<file path="src/rtl/xfer_stall_pkg.sv">
package xfer_stall_pkg;
  localparam int STALL_W = 2;
  typedef logic [STALL_W-1:0] stall_t;

  typedef enum logic [STALL_W-1:0] {
    HZ_NONE  = 2'd0,
    HZ_OLDER = 2'd1,
    HZ_NEWER = 2'd2
  } hazard_lvl_e;
endpackage

</file>
<file path="src/rtl/xfer_span_calc.sv">
module xfer_span_calc
  import xfer_stall_pkg::*;
#(
  parameter int ADDR_W     = 32,
  parameter int NREG       = 16,
  parameter int WORD_BYTES = 4,
  parameter int LINE_LOG2  = 5
) (
  input  logic [ADDR_W-1:0]        base_addr,
  input  logic [$clog2(NREG)-1:0]  last_idx,
  output stall_t                   straddle,
  output logic                     wrapped
);
  localparam int WB_LOG2    = $clog2(WORD_BYTES);
  localparam int LINE_BYTES = 1 << LINE_LOG2;
  localparam int MAX_EXTRA  = ((NREG * WORD_BYTES) - 1) / LINE_BYTES + 1;

  logic [ADDR_W-1:0] xfer_bytes;
  logic [ADDR_W-1:0] end_addr;
  logic [ADDR_W-1:0] line_diff;

  always_comb begin
    xfer_bytes = (ADDR_W'(last_idx) + ADDR_W'(1)) << WB_LOG2;
    end_addr   = base_addr + xfer_bytes - ADDR_W'(1);
    line_diff  = (end_addr >> LINE_LOG2) - (base_addr >> LINE_LOG2);
    wrapped    = line_diff > ADDR_W'(MAX_EXTRA);
    straddle   = wrapped ? stall_t'(0) : line_diff[STALL_W-1:0];
  end
endmodule

</file>
<file path="src/rtl/xfer_reg_mask.sv">
module xfer_reg_mask #(
  parameter int NREG = 16
) (
  input  logic [$clog2(NREG)-1:0] last_idx,
  output logic [NREG-1:0]         span_mask
);
  localparam int IDX_W = $clog2(NREG);

  for (genvar i = 0; i < NREG; i++) begin : g_bit
    assign span_mask[i] = (IDX_W'(i) <= last_idx);
  end
endmodule

</file>
<file path="src/rtl/xfer_hazard_calc.sv">
module xfer_hazard_calc
  import xfer_stall_pkg::*;
#(
  parameter int NREG = 16
) (
  input  logic            is_store,
  input  logic [NREG-1:0] span_mask,
  input  logic [NREG-1:0] wr_newer,
  input  logic [NREG-1:0] wr_older,
  output stall_t          hazard
);
  logic hit_newer;
  logic hit_older;

  always_comb begin
    hit_newer = |(span_mask & wr_newer);
    hit_older = |(span_mask & wr_older);
    if (!is_store)      hazard = stall_t'(HZ_NONE);
    else if (hit_newer) hazard = stall_t'(HZ_NEWER);
    else if (hit_older) hazard = stall_t'(HZ_OLDER);
    else                hazard = stall_t'(HZ_NONE);
  end
endmodule

</file>
<file path="src/rtl/xfer_stall_calc.sv">
module xfer_stall_calc
  import xfer_stall_pkg::*;
#(
  parameter int ADDR_W     = 32,
  parameter int NREG       = 16,
  parameter int WORD_BYTES = 4,
  parameter int LINE_LOG2  = 5,
  localparam int IDX_W     = $clog2(NREG)
) (
  input  logic              clk,
  input  logic              rst_n,
  input  logic              req_valid,
  input  logic              req_is_store,
  input  logic [ADDR_W-1:0] req_base,
  input  logic [IDX_W-1:0]  req_last,
  input  logic [NREG-1:0]   mod_prev,
  input  logic [NREG-1:0]   mod_prev2,
  output logic              rsp_valid,
  output logic [STALL_W-1:0] hazard_stalls,
  output logic [STALL_W-1:0] straddle_stalls,
  output logic              span_error,
  output logic [NREG-1:0]   load_mask
);
  logic [NREG-1:0] span_mask;
  stall_t          hz_nxt;
  stall_t          st_nxt;
  logic            err_nxt;
  logic [NREG-1:0] lmask_nxt;

  xfer_reg_mask #(.NREG(NREG)) u_mask (
    .last_idx  (req_last),
    .span_mask (span_mask)
  );

  xfer_span_calc #(
    .ADDR_W(ADDR_W), .NREG(NREG), .WORD_BYTES(WORD_BYTES), .LINE_LOG2(LINE_LOG2)
  ) u_span (
    .base_addr (req_base),
    .last_idx  (req_last),
    .straddle  (st_nxt),
    .wrapped   (err_nxt)
  );

  xfer_hazard_calc #(.NREG(NREG)) u_hazard (
    .is_store  (req_is_store),
    .span_mask (span_mask),
    .wr_newer  (mod_prev),
    .wr_older  (mod_prev2),
    .hazard    (hz_nxt)
  );

  always_comb begin
    lmask_nxt = req_is_store ? '0 : span_mask;
  end

  always_ff @(posedge clk or negedge rst_n) begin
    if (!rst_n) begin
      rsp_valid       <= 1'b0;
      hazard_stalls   <= '0;
      straddle_stalls <= '0;
      span_error      <= 1'b0;
      load_mask       <= '0;
    end else begin
      rsp_valid <= req_valid;
      if (req_valid) begin
        hazard_stalls   <= hz_nxt;
        straddle_stalls <= st_nxt;
        span_error      <= err_nxt;
        load_mask       <= lmask_nxt;
      end
    end
  end
endmodule

</file>
<file path="config.mk">
export PLATFORM = sky130hd
export DESIGN_NAME = xfer_stall_calc
export DESIGN_NICKNAME = d
export VERILOG_FILES = /design/src/rtl/xfer_stall_pkg.sv /design/src/rtl/xfer_span_calc.sv /design/src/rtl/xfer_reg_mask.sv /design/src/rtl/xfer_hazard_calc.sv /design/src/rtl/xfer_stall_calc.sv
export SDC_FILE = /design/constraint.sdc
export NUM_CORES = 1
export LEC_CHECK = 0
export ABC_AREA = 1
export ABC_CLOCK_PERIOD_IN_PS = 1900
export BUFFER_PORTS_ARGS = -buffer_cell sky130_fd_sc_hd__clkbuf_2
export CAP_MARGIN = 30
export CORE_MARGIN = 5
export CORE_UTILIZATION = 60
export CTS_CLUSTER_DIAMETER = 60
export DETAILED_ROUTE_END_ITERATION = 7
export PLACE_DENSITY_LB_ADDON = 0.1
export SETUP_SLACK_MARGIN = 0.5
export SYNTH_ARGS = -nofsm -noshare
export SYNTH_HDL_FRONTEND = slang
export SYNTH_SLANG_ARGS = --single-unit
</file>
<file path="constraint.sdc">
create_clock -name clk -period 1.9 [get_ports clk]
set_input_delay 0.38 -clock clk [delete_from_list [all_inputs] [get_ports clk]]
set_output_delay 0.38 -clock clk [all_outputs]
set_load 0.02 [all_outputs]
</file>
==> flow_summary.ini, run 1 <==
[status]
outcome = aborted with a tool error
haltStage = global routing
error_line = [ERROR GRT-0116] Global routing finished with congestion. Check the congestion regions in the DRC Viewer.

[clocking]
cts_buffer_depth = 2
root_buffer = clkbuf_8
cts_made_buffers = 3
cts_hold_buf = 0
htreeDepth = 1
clkSinkCount = 22

[placement]
dp_slack_ps = -2742
placed_area_um2 = 6988
dp.cells = 1248
dp_hpwl_um = 16040
io_buffers = 93
gp_congestion = 0.9927

[synthesis]
synth_top_cell_area_share_pct = 20.59
async_reset_ff_share_pct = 100.0
yosysSeqAreaShare_pct = 11.14
avgSynthCellArea_um2 = 5.639
netlist_area_um2 = 4940
syn-instance-count = 876
synth_edf_count = 0
synth.largest_area_cell = nand2_1
synth_cell_types = 39
synth_seq_cells = 22
synth_nets = 1013
yosys_warnings = 0
synthFlopType = dfrtp_1
ys_top_cells_by_area = nand2_1 21%, ha_1 16%, inv_1 13%, dfrtp_1 11%, nor2_1 5.9%

[floorplanning]
initial_core_util_pct = 60.73
dieWidth_um = 100.7
die_h_um = 100.7
rows = 33
io_pins = 94

[grt]
grt_overflow = 3
grt_max_degree = 23
grt_pass1_vias = 9560
grt.total_usage_pct = 63.08
grt_pass1_wl_um = 49160
Yosys cell counts (2+ instances only):
cell type and instances:
nand3_1 45, o21ai_1 3, o2111ai_1 2, nand3b_1 6
a31oi_1 5, o21a_1 2, a21oi_1 55, dfrtp_1 22
xnor2_1 8, nor3_1 14, a21o_1 8, ha_1 64
clkbuf_1 4, inv_2 2, inv_1 172, nand4_1 12
a22o_1 4, o21ai_0 41, nor4_1 3, nand2_1 271
o211ai_1 2, a221oi_1 5, o221ai_1 2, nand2_2 10
nor2_1 77, o21bai_1 4, xor2_1 20, o22ai_1 2
cells by family after synthesis:
kind of cell | share of synthesized area [%]
and+or+nand+nor | 37.44
DFF | 11.14
buffers and inverters | 13.53
adders and majority gates | 16.62
AOI/OAI and AO/OA | 16.31
xor gates and xnor gates | 4.965
per-stage QoR:
step	setup TNS (ps)	hold WS, ps
floorplan	-5810	84.41
global placement	-8067	364.5
detailed placement	-8915	380.2
CTS	-6208	92.01
metal layers:
| metal | track usage (%) | overflow |
|---|---|---|
| met3 | 39.31 | 0 |
| met4 | 63.94 | 1 |
| met2 | 85.92 | 2 |
| met5 | 6.154 | 0 |
| met1 | 62.86 | 0 |
what timing repair did:
item                                    in CTS
pin swaps                                   71
setup buffers                               15
hold endpoints to repair                     0
resized for setup                          117
cloned                                       0
endpoints found under the setup margin       8
==> inputs of run 2 (changes only) <==
--- a/config.mk
+++ b/config.mk
@@ -10,11 +10,9 @@
 export BUFFER_PORTS_ARGS = -buffer_cell sky130_fd_sc_hd__clkbuf_2
 export CAP_MARGIN = 30
 export CORE_MARGIN = 5
-export CORE_UTILIZATION = 60
-export CTS_CLUSTER_DIAMETER = 60
+export CORE_UTILIZATION = 40
 export DETAILED_ROUTE_END_ITERATION = 7
-export PLACE_DENSITY_LB_ADDON = 0.1
-export SETUP_SLACK_MARGIN = 0.5
+export PLACE_DENSITY_LB_ADDON = 0.15
 export SYNTH_ARGS = -nofsm -noshare
 export SYNTH_HDL_FRONTEND = slang
 export SYNTH_SLANG_ARGS = --single-unit
==> run 2 against run 1 <==
The flow now finishes, with violations (negative setup slack); synthesized cell count is the same; area after synthesis is the same.
==> flow_summary.ini, run 2 <==
[clocking]
cts_buffer_depth = 2
clkSinkCount = 22
cts_made_buffers = 3
cts_hold_buf = 0
cts_tree = done
clk-insertion-delay-late_ps = 250
clkTransAtPathRegs_ps = 50
htreeDepth = 1
root_buffer = clkbuf_16

[worst_setup_path]
cpMaxStageDelayCell = ha_4
crit_type = primary input to flip-flop
start_kind = primary input
crit_family = simple AND/OR/NAND/NOR gates
reg2reg_depth = 4
path_max_fanout = 4
path_depth = 29
critPathBufInv = 4
max_stage_delay_ps = 340
cp-end-kind = flip-flop
worstPathArrival_ps = 4180
required_ps = 2050
cpMostUsedCell = nand2_1

[status]
outcome = complete, but fails checks
failed_checks = negative setup slack

[route]
viasPerCell = 4.788
drt-total-wl_um = 17020
dr.pass1.iters = 5
drc = 0
avgRoutedWirePerCell_um = 12.74
drt_iter0_drc = 393
vias = 6397
ant_nets = 0

[grt]
antenna_found_initial = 0
grt_pass1_vias = 5965
grt.total_usage_pct = 21.99
grt_overflow = 0
grt_pass1_wl_um = 26990
grt_max_degree = 23

[synthesis]
synth_cell_types = 39
synth_xor_area_share_pct = 4.965
synth-compound-area-share_pct = 16.31
ys_top_cells_by_area = nand2_1 21%, ha_1 16%, inv_1 13%, dfrtp_1 11%, nor2_1 5.9%
synth_nets = 1013
synth_top_family_by_area = simple AND/OR/NAND/NOR gates
synthFlopType = dfrtp_1
yosys_warnings = 0
synthSimpleGateAreaFrac_pct = 37.44
async_reset_ff_share_pct = 100.0
muxShareOfSynthArea_pct = 0
syn-instance-count = 876
synthAdderAreaFrac_pct = 16.62
synth.most_common_cell = nand2_1
synth.largest_area_cell = nand2_1
netlist_area_um2 = 4940
synth_edf_count = 0
yosysSeqAreaShare_pct = 11.14
yosys-top-cells-count = 271 x nand2_1, 172 x inv_1, 77 x nor2_1
synth_seq_cells = 22
synth_top_cell_area_share_pct = 20.59
avgSynthCellArea_um2 = 5.639

[placement]
gp_congestion = 0.9403
dp_slack_ps = -2589
dp_hpwl_um = 14040
io_buffers = 93

[timing]
setup_tns_ps = -6362
relSlewSlack_pct = 65.91
finalHoldViolCount = 0
whs_ps = 86.48
finalSetupViolCount = 3
period_share_pct = 212.3
drv_slew = 0
fmaxAchievable_ghz = 0.2479
final.setup.worst_slack_ps = -2134
period_minus_slack_ps = 4034
rsz0062_at_grt = yes
worst_pin_slew_ps = 506.0
skew_ps = 0

[pwr]
power_leakage_nw = 4.452
powerDensity_nw_per_um2 = 662.2
vdd_drop_max_v = 0.0003469

[worst_hold_path]
hp-class = primary input to async pin

[layout]
num_antenna_cells = 0
layout_commonest_cell = nand2_1
final_cell_mix = 231 x nand2_1, 199 x buf_4, 156 x inv_1
fin_nets = 1306
area_growth_pct = 60.03
top_register = load_mask
largest_reg_flops = 16
top_regs = load_mask: 16 flops, hazard_stalls: 2 flops, straddle_stalls: 2 flops
drive_above_1_share_pct = 38.53

[job]
cap_violations = 0

[floorplanning]
core_um2 = 12060
die_h_um = 121.1
dieArea_um2 = 14670
rows = 40
io_pins = 94
dieWidth_um = 121.1
initial_core_util_pct = 40.95
run 2: cell counts after synthesis:
No cell type changed its count.
run 2: layout make-up:
cell class / instances / area (um2)
fill: 1106 / 4156
clock buffer: 4 / 88.84
multi-input combinational: 676 / 4399
timing repair buffer: 292 / 1993
inverter: 174 / 663.1
tap: 168 / 210.2
sequential: 22 / 550.5
run 2: worst reg2reg max path: stages, from the launching register on:
cell	delay, ps
dfrtp_1	380
nand2_1	70
o21ai_0	70
inv_1	70
a21oi_1	40
run 2: path summary, 6_finish.rpt:
check / start / to / slack [ps]
setup / recovery: req_last[1] / span_error / -2130
hold reg to reg: load_mask[4] / load_mask[4] / 480
min in group clk: req_valid / rsp_valid / 340
setup reg to reg: straddle_stalls[0] / straddle_stalls[0] / 1160
max in group asynchronous: rst_n / load_mask[0] / 1470
hold / removal: rst_n / load_mask[5] / 90
run 2: power by group:
part | total, mW | switching, mW | internal [mW]
clock | 0.476 | 0.155 | 0.321
combinational | 4.23 | 2.33 | 1.90
sequential | 0.529 | 0.0214 | 0.508
run 2: logic make-up (layout without fill, tap and decap cells):
family | count (synthesis) | after routing
buf+inv | 178 | 470
compound gates | 139 | 139
flops | 22 | 22
simple gates | 444 | 444
xor+xnor | 28 | 28
fa+ha+maj | 65 | 65
run 2: per-layer routing:
| layer | vias to the layer above | global-route usage (%) | wire (um) |
|---|---|---|---|
| met5 | - | 0 | 0 |
| met4 | 0 | 4.674 | 350 |
| met3 | 31 | 0.9324 | 746 |
| met2 | 159 | 36.02 | 7869 |
| met1 | 2809 | 31.98 | 8056 |
| li1 | 3398 | - | - |
run 2: per-stage QoR:
stage / instance area (um2) / instances / util [%] / power [mW]
2_1_floorplan: 5074 / 876 / - / 2.697
3_3_place_gp: 7068 / 1312 / 58.60 / 4.082
3_5_place_dp: 7068 / 1312 / 58.60 / 4.112
4_1_cts: 7410 / 1326 / 61.43 / 4.742
5_1_grt: 7905 / 1336 / 65.54 / 5.719
6_report: 7905 / 1336 / 65.54 / 5.235
run 2: timing repair:
action                                  4_1_cts  5_1_grt
endpoints found under the hold margin         0        0
gates resized for setup                      39      117
endpoints found under the setup margin        5        5
pin swaps                                    33       79
buffers inserted                             10       10
Power figures use the tool's default switching activity.
